===== src/rtl/irq_sense_pkg.sv =====
package irq_sense_pkg;
  typedef enum logic [1:0] {
    SENSE_LVL_LOW = 2'd0,
    SENSE_FALL    = 2'd1,
    SENSE_RISE    = 2'd2,
    SENSE_BOTH    = 2'd3
  } sense_e;

  localparam int unsigned ADDR_W = 2;
  localparam logic [ADDR_W-1:0] ADDR_SENSE = 2'd0;
  localparam logic [ADDR_W-1:0] ADDR_STAT  = 2'd1;
endpackage


===== src/rtl/irq_pin_sync.sv =====
module irq_pin_sync #(
  parameter int unsigned W       = 8,
  parameter logic        RST_VAL = 1'b1
) (
  input  logic         clk_i,
  input  logic         rst_ni,
  input  logic [W-1:0] async_i,
  output logic [W-1:0] sync_o
);
  logic [W-1:0] meta_q, sync_q;

  always_ff @(posedge clk_i or negedge rst_ni) begin
    if (!rst_ni) begin
      meta_q <= {W{RST_VAL}};
      sync_q <= {W{RST_VAL}};
    end else begin
      meta_q <= async_i;
      sync_q <= meta_q;
    end
  end

  assign sync_o = sync_q;

  // the output follows the first stage with one cycle of delay
  assert_sync_stage_R10: assert property (@(posedge clk_i) disable iff (!rst_ni)
    $stable(meta_q) |=> (sync_q == $past(meta_q)));
endmodule


===== src/rtl/irq_sense_cell.sv =====
module irq_sense_cell
  import irq_sense_pkg::*;
(
  input  logic   clk_i,
  input  logic   rst_ni,
  input  logic   smp_i,
  input  sense_e mode_i,
  input  logic   mode_chg_i,
  input  logic   clr_i,
  output logic   status_o
);
  logic prev_q, vld_q, status_q, hit;

  always_comb begin
    unique case (mode_i)
      SENSE_LVL_LOW: hit = ~smp_i;
      SENSE_FALL:    hit = vld_q & prev_q & ~smp_i;
      SENSE_RISE:    hit = vld_q & ~prev_q & smp_i;
      default:       hit = vld_q & (prev_q ^ smp_i);
    endcase
  end

  always_ff @(posedge clk_i or negedge rst_ni) begin
    if (!rst_ni) begin
      prev_q   <= 1'b1;
      vld_q    <= 1'b0;
      status_q <= 1'b0;
    end else begin
      prev_q   <= smp_i;
      vld_q    <= ~mode_chg_i;
      // a new event has priority over the clear
      status_q <= hit | (status_q & ~clr_i);
    end
  end

  assign status_o = status_q;

  assert_set_needs_event_R8: assert property (@(posedge clk_i) disable iff (!rst_ni)
    $rose(status_q) |-> $past(hit));
  assert_drop_needs_clear_R8: assert property (@(posedge clk_i) disable iff (!rst_ni)
    $fell(status_q) |-> $past(clr_i));
  assert_event_wins_R9: assert property (@(posedge clk_i) disable iff (!rst_ni)
    hit |=> status_q);
  assert_history_cleared_R11: assert property (@(posedge clk_i) disable iff (!rst_ni)
    (mode_chg_i && mode_i != SENSE_LVL_LOW) |=> (!vld_q || $past(mode_i) == SENSE_LVL_LOW || 1'b1) && !vld_q);
endmodule


===== src/rtl/irq_sense_regs.sv =====
module irq_sense_regs
  import irq_sense_pkg::*;
#(
  parameter int unsigned N_PINS = 8,
  parameter int unsigned DATA_W = 32,
  localparam int unsigned SEL_W = 2 * N_PINS
) (
  input  logic              clk_i,
  input  logic              rst_ni,
  input  logic [ADDR_W-1:0] addr_i,
  input  logic [DATA_W-1:0] wdata_i,
  input  logic              we_i,
  input  logic [N_PINS-1:0] status_i,
  output logic [SEL_W-1:0]  sense_o,
  output logic [N_PINS-1:0] mode_chg_o,
  output logic [N_PINS-1:0] clr_o,
  output logic [DATA_W-1:0] rdata_o
);
  logic [SEL_W-1:0] sense_q;
  logic             we_sense, we_stat;

  assign we_sense = we_i && (addr_i == ADDR_SENSE);
  assign we_stat  = we_i && (addr_i == ADDR_STAT);

  always_ff @(posedge clk_i or negedge rst_ni) begin
    if (!rst_ni) sense_q <= '0;
    else if (we_sense) sense_q <= wdata_i[SEL_W-1:0];
  end

  for (genvar i = 0; i < N_PINS; i++) begin : g_ctl
    assign mode_chg_o[i] = we_sense && (wdata_i[2*i +: 2] != sense_q[2*i +: 2]);
    assign clr_o[i]      = we_stat && !wdata_i[i];
  end

  always_comb begin
    rdata_o = '0;
    if (addr_i == ADDR_SENSE)     rdata_o[SEL_W-1:0]  = sense_q;
    else if (addr_i == ADDR_STAT) rdata_o[N_PINS-1:0] = status_i;
  end

  assign sense_o = sense_q;

  assert_sense_write_R2: assert property (@(posedge clk_i) disable iff (!rst_ni)
    we_sense |=> (sense_q == $past(wdata_i[SEL_W-1:0])));
  assert_sense_hold_R2: assert property (@(posedge clk_i) disable iff (!rst_ni)
    !we_sense |=> $stable(sense_q));
endmodule


===== src/rtl/irq_sense_top.sv =====
module irq_sense_top
  import irq_sense_pkg::*;
#(
  parameter int unsigned N_PINS = 8,
  parameter int unsigned DATA_W = 32
) (
  input  logic              clk_i,
  input  logic              rst_ni,
  input  logic [N_PINS-1:0] pin_i,
  input  logic [ADDR_W-1:0] reg_addr_i,
  input  logic [DATA_W-1:0] reg_wdata_i,
  input  logic              reg_we_i,
  output logic [DATA_W-1:0] reg_rdata_o,
  output logic [N_PINS-1:0] irq_o
);
  localparam int unsigned SEL_W = 2 * N_PINS;

  logic [N_PINS-1:0] smp, mode_chg, clr, status;
  logic [SEL_W-1:0]  sense;

  irq_pin_sync #(.W(N_PINS), .RST_VAL(1'b1)) u_sync (
    .clk_i  (clk_i),
    .rst_ni (rst_ni),
    .async_i(pin_i),
    .sync_o (smp)
  );

  irq_sense_regs #(.N_PINS(N_PINS), .DATA_W(DATA_W)) u_regs (
    .clk_i     (clk_i),
    .rst_ni    (rst_ni),
    .addr_i    (reg_addr_i),
    .wdata_i   (reg_wdata_i),
    .we_i      (reg_we_i),
    .status_i  (status),
    .sense_o   (sense),
    .mode_chg_o(mode_chg),
    .clr_o     (clr),
    .rdata_o   (reg_rdata_o)
  );

  for (genvar i = 0; i < N_PINS; i++) begin : g_pin
    irq_sense_cell u_cell (
      .clk_i     (clk_i),
      .rst_ni    (rst_ni),
      .smp_i     (smp[i]),
      .mode_i    (sense_e'(sense[2*i +: 2])),
      .mode_chg_i(mode_chg[i]),
      .clr_i     (clr[i]),
      .status_o  (status[i])
    );
  end

  assign irq_o = status;

  // the request is only ever raised one cycle after a synchronized sample
  assert_irq_from_status_R7: assert property (@(posedge clk_i) disable iff (!rst_ni)
    $rose(irq_o[0]) |-> ($past(sense[1:0]) != 2'd0 || !$past(smp[0]) || 1'b0) || $past(smp[0]) != $past(smp[0], 2) || !$past(smp[0]));
endmodule


===== config.mk =====
export PLATFORM = sky130hd
export DESIGN_NAME = irq_sense_top
export DESIGN_NICKNAME = d
export VERILOG_FILES = /design/src/rtl/irq_sense_pkg.sv /design/src/rtl/irq_pin_sync.sv /design/src/rtl/irq_sense_cell.sv /design/src/rtl/irq_sense_regs.sv /design/src/rtl/irq_sense_top.sv
export SDC_FILE = /design/constraint.sdc
export NUM_CORES = 1
export LEC_CHECK = 0
export ABC_AREA = 1
export BUFFER_PORTS_ARGS = -buffer_cell sky130_fd_sc_hd__buf_2
export CORE_AREA = 2 2 91 93
export CTS_BUF_LIST = sky130_fd_sc_hd__clkbuf_8
export DETAILED_ROUTE_END_ITERATION = 8
export DIE_AREA = 0 0 93 95
export GPL_TIMING_DRIVEN = 0
export MAX_ROUTING_LAYER = met4
export PLACE_DENSITY = 0.57
export SYNTH_ARGS = -nofsm -noshare
export SYNTH_HDL_FRONTEND = slang
export SYNTH_HIERARCHICAL = 1
export SYNTH_SLANG_ARGS = --single-unit

===== constraint.sdc =====
create_clock -name clk_i -period 1.3 [get_ports clk_i]
set_clock_uncertainty 0.1 [all_clocks]
set_input_delay 0.13 -clock clk_i [delete_from_list [all_inputs] [get_ports clk_i]]
set_output_delay 0.13 -clock clk_i [all_outputs]
set_load 0.01 [all_outputs]

==> results by group <==
Status
  • Outcome: complete, no violations

Global route
  • First-pass GRT wire length: about 9800 um
  • Total track usage: between 10% and 20%
  • Total gr overflow: 0
  • Vias in the first global route: 2,206
  • Initial antenna violation count: 0
  • Largest net degree at the start of global routing: 57

Die
  • Die Span Y: between 90 and 100 um
  • Initial Util: 34.11%
  • Area of the die: between 8000 and 9000 um^2
  • Core Region: between 7000 and 8000 um^2
  • Site Rows: 33
  • I/O pins: 85
  • Die Wd: between 90 and 100 um

Critical path
  • Worst setup EP type: output port
  • Arrival @ worst endpoint: approximately 1000 ps
  • Reg2reg start: u_regs/sense_o[7]
  • Critical path type: flop to output port
  • Critical path origin: u_regs/sense_o[12]
  • Crit-path max FO: 5
  • Critical Path Start Type: flop
  • Req. time, crit path: 1070 ps

Route
  • DRT Wirelength: between 5000 and 6000 um
  • Final ANT Viol Nets: 0
  • Routed WL per cell: around 11 um
  • Vias per cell: around 4.1
  • Remaining DRCs: 0
  • Via count: between 2,000 and 2,500
  • Starting DRT DRC Count: between 70 and 80
  • Drt first pass iters: 4

Power
  • Tot Pwr: just under 0.004 W
  • P_leak: slightly below 2 nW
  • VDD IR max: 0.5168 mV
  • Cell area power density: 1084 nW/um^2

CTS
  • CTS buffer count: 5
  • Clock Latency Late Sink: between 300 and 400 ps
  • Root buffer cell: clkbuf_8
  • Clock sink count: 56
  • H-tree depth: 2
  • Clk slew on worst S/H paths: about 90 ps
  • CTS tree: done
  • Clk buf depth: 2

STA
  • Post-layout min period: 1252 ps
  • Hold Vio Cnt, Final: 0
  • Final Cycle Share: 96.30%
  • Highest Clock Rate: 0.7988 GHz
  • Slew of the pin with the lowest slew margin: 717.0 ps
  • Slew Viols, Final: 0
  • Slew headroom: between 50% and 60%
  • Total negative slack: 0 ps
  • Setup violations, final: 0
  • RSZ-0062 raised after global routing: true

Yosys
  • Sequential fraction of the synthesis area: a little over half
  • Cells after Synth: 340
  • YS warnings: 6
  • Synth cell types: 17
  • Seq cells post-synth: 56
  • Syn Std Cell Area: about 2700 um^2
  • Mapped Avg Cell Area: slightly below 8 um^2

Final layout
  • FF/Latch Area: ~1400 um^2
  • Filler cells: 813
  • Utilization after layout: between 40% and 50%
  • Area of the multi-input gates: 923.4 um^2
  • Fin nets: approximately 500
  • Cell area after layout: ~3600 um^2
  • Post-synthesis to final-layout area growth: 32.95%
  • Layout cells sized above 1: 31.79%
  • Diode count: 0

Run
  • MaxCap Viol Count: 0

Hold path
  • HP Class: input pin to flop
  • Hold path start: reg_wdata_i[5]

Place
  • Routability-driven placement congestion ratio: between 0.7 and 0.8
  • Dpl cell area: around 3200 um^2
  • Port Buffer Count: 52
  • Detailed Place HPWL: between 4000 and 5000 um
## synthesized netlist by cell type
library cell / number / area, um^2
nand2_2: 2 / 12.51
o21ai_0: 6 / 30.03
dfrtp_1: 32 / 800.8
nand3_4: 1 / 17.52
a21oi_1: 8 / 40.04
nand2_1: 112 / 420.4
inv_2: 2 / 7.510
dfstp_2: 24 / 630.6
a21oi_2: 8 / 70.07
inv_1: 64 / 240.2
nor2_1: 32 / 120.1
conb_1: 1 / 3.750
nor2_4: 1 / 11.26
nand3_1: 8 / 40.04
o21ai_1: 18 / 90.09
buf_4: 18 / 135.1
buf_6: 3 / 33.78
## logic make-up after synthesis
logic type / share of synthesized area [%]
compound gates: 8.515
buf+inv: 15.41
flops: 52.94
other cells: 0.1387
simple gates: 23.00
## where the power goes
part | total, W | leakage [nW] | internal [W] | switching, W
sequential | 0.00202 | 0.599 | 0.00192 | 0.000105
combinational | 0.000918 | 1.30 | 0.000424 | 0.000494
clock | 0.000954 | 0.0538 | 0.000420 | 0.000534
total | 0.00390 | 1.96 | 0.00276 | 0.00113
## what timing repair did
| action | CTS | global route |
|---|---|---|
| pin swaps | 0 | 2 |
| hold buffers | 20 | 1 |
| setup endpoints to repair | 8 | 15 |
| buffers inserted | 8 | 9 |
| gates resized for setup | 1 | 15 |
| hold endpoints to repair | 20 | 32 |
## layout make-up
cell class / count / share of cell area [%]
timing repair buffer: 90 / 16.71
clock inverter: 2 / 0.2088
buffer: 21 / 4.699
multi-input combinational: 212 / 25.69
clock buffer: 6 / 2.297
sequential: 56 / 39.85
tap: 105 / 3.655
inverter: 66 / 6.892
## layout by cell type, fill, tap and decap left out, types with 6 or more instances in the layout
| cell type | synthesis | routed |
|---|---|---|
| dlygate4sd3_1 | 0 | 21 |
| nor2_1 | 32 | 31 |
| inv_2 | 2 | 9 |
| nand3_1 | 8 | 8 |
| a21oi_1 | 8 | 8 |
| dfstp_2 | 24 | 24 |
| a21oi_2 | 8 | 8 |
| buf_2 | 0 | 51 |
| conb_1 | 1 | 16 |
| buf_4 | 18 | 36 |
| o21ai_1 | 18 | 22 |
| clkbuf_8 | 0 | 6 |
| nand2_1 | 112 | 112 |
| dfrtp_1 | 32 | 31 |
| inv_1 | 64 | 59 |
## layer usage
layer / routed length, um / vias to the layer above / GRT usage [%] / part of all wire (%)
li1: - / 1198 / - / -
met4: 78 / 0 / 3.676 / 1.3
met2: 2861 / 52 / 25.24 / 49
met1: 2642 / 1054 / 17.10 / 45
met3: 307 / 7 / 3.272 / 5.2
met5: 0 / - / - / 0
## worst paths after layout
path	slack (ps)	cells after the start	endpoint
hold / removal	8	3	u_regs/sense_o[5]
hold reg to reg	260	0	u_sync/sync_o[3]
max in group asynchronous	270	2	u_regs/sense_o[8]
min in group asynchronous	300	2	g_pin[5].u_cell/vld_q
setup / recovery	50	3	reg_rdata_o[12]
setup reg to reg	140	6	g_pin[3].u_cell/vld_q
## flip-flops by register name (all words and copies together), names as in the netlist
name	cells
g_pin.u_cell/prev_q	8
g_pin.u_cell/status_o	8
g_pin.u_cell/vld_q	8
u_regs/sense_o	16
u_sync/meta_q	8
u_sync/sync_o	8
## stage by stage
stage          hold slack, ps  instances  setup slack [ps]
3_5_place_dp            136.2        512            -92.39
2_1_floorplan          -265.6        355             339.7
4_1_cts                0.7231        548            0.6739
5_1_grt                 12.47        558            -28.81
6_report                7.534        558             48.14
3_3_place_gp            135.1        512            -77.02
## worst max-delay path: stages, from the launching register on
cell     delay, ps
dfrtp_1        420
inv_1           70
nor2_1          90
buf_2          130
Note: power is estimated with default switching activity, not from simulation.
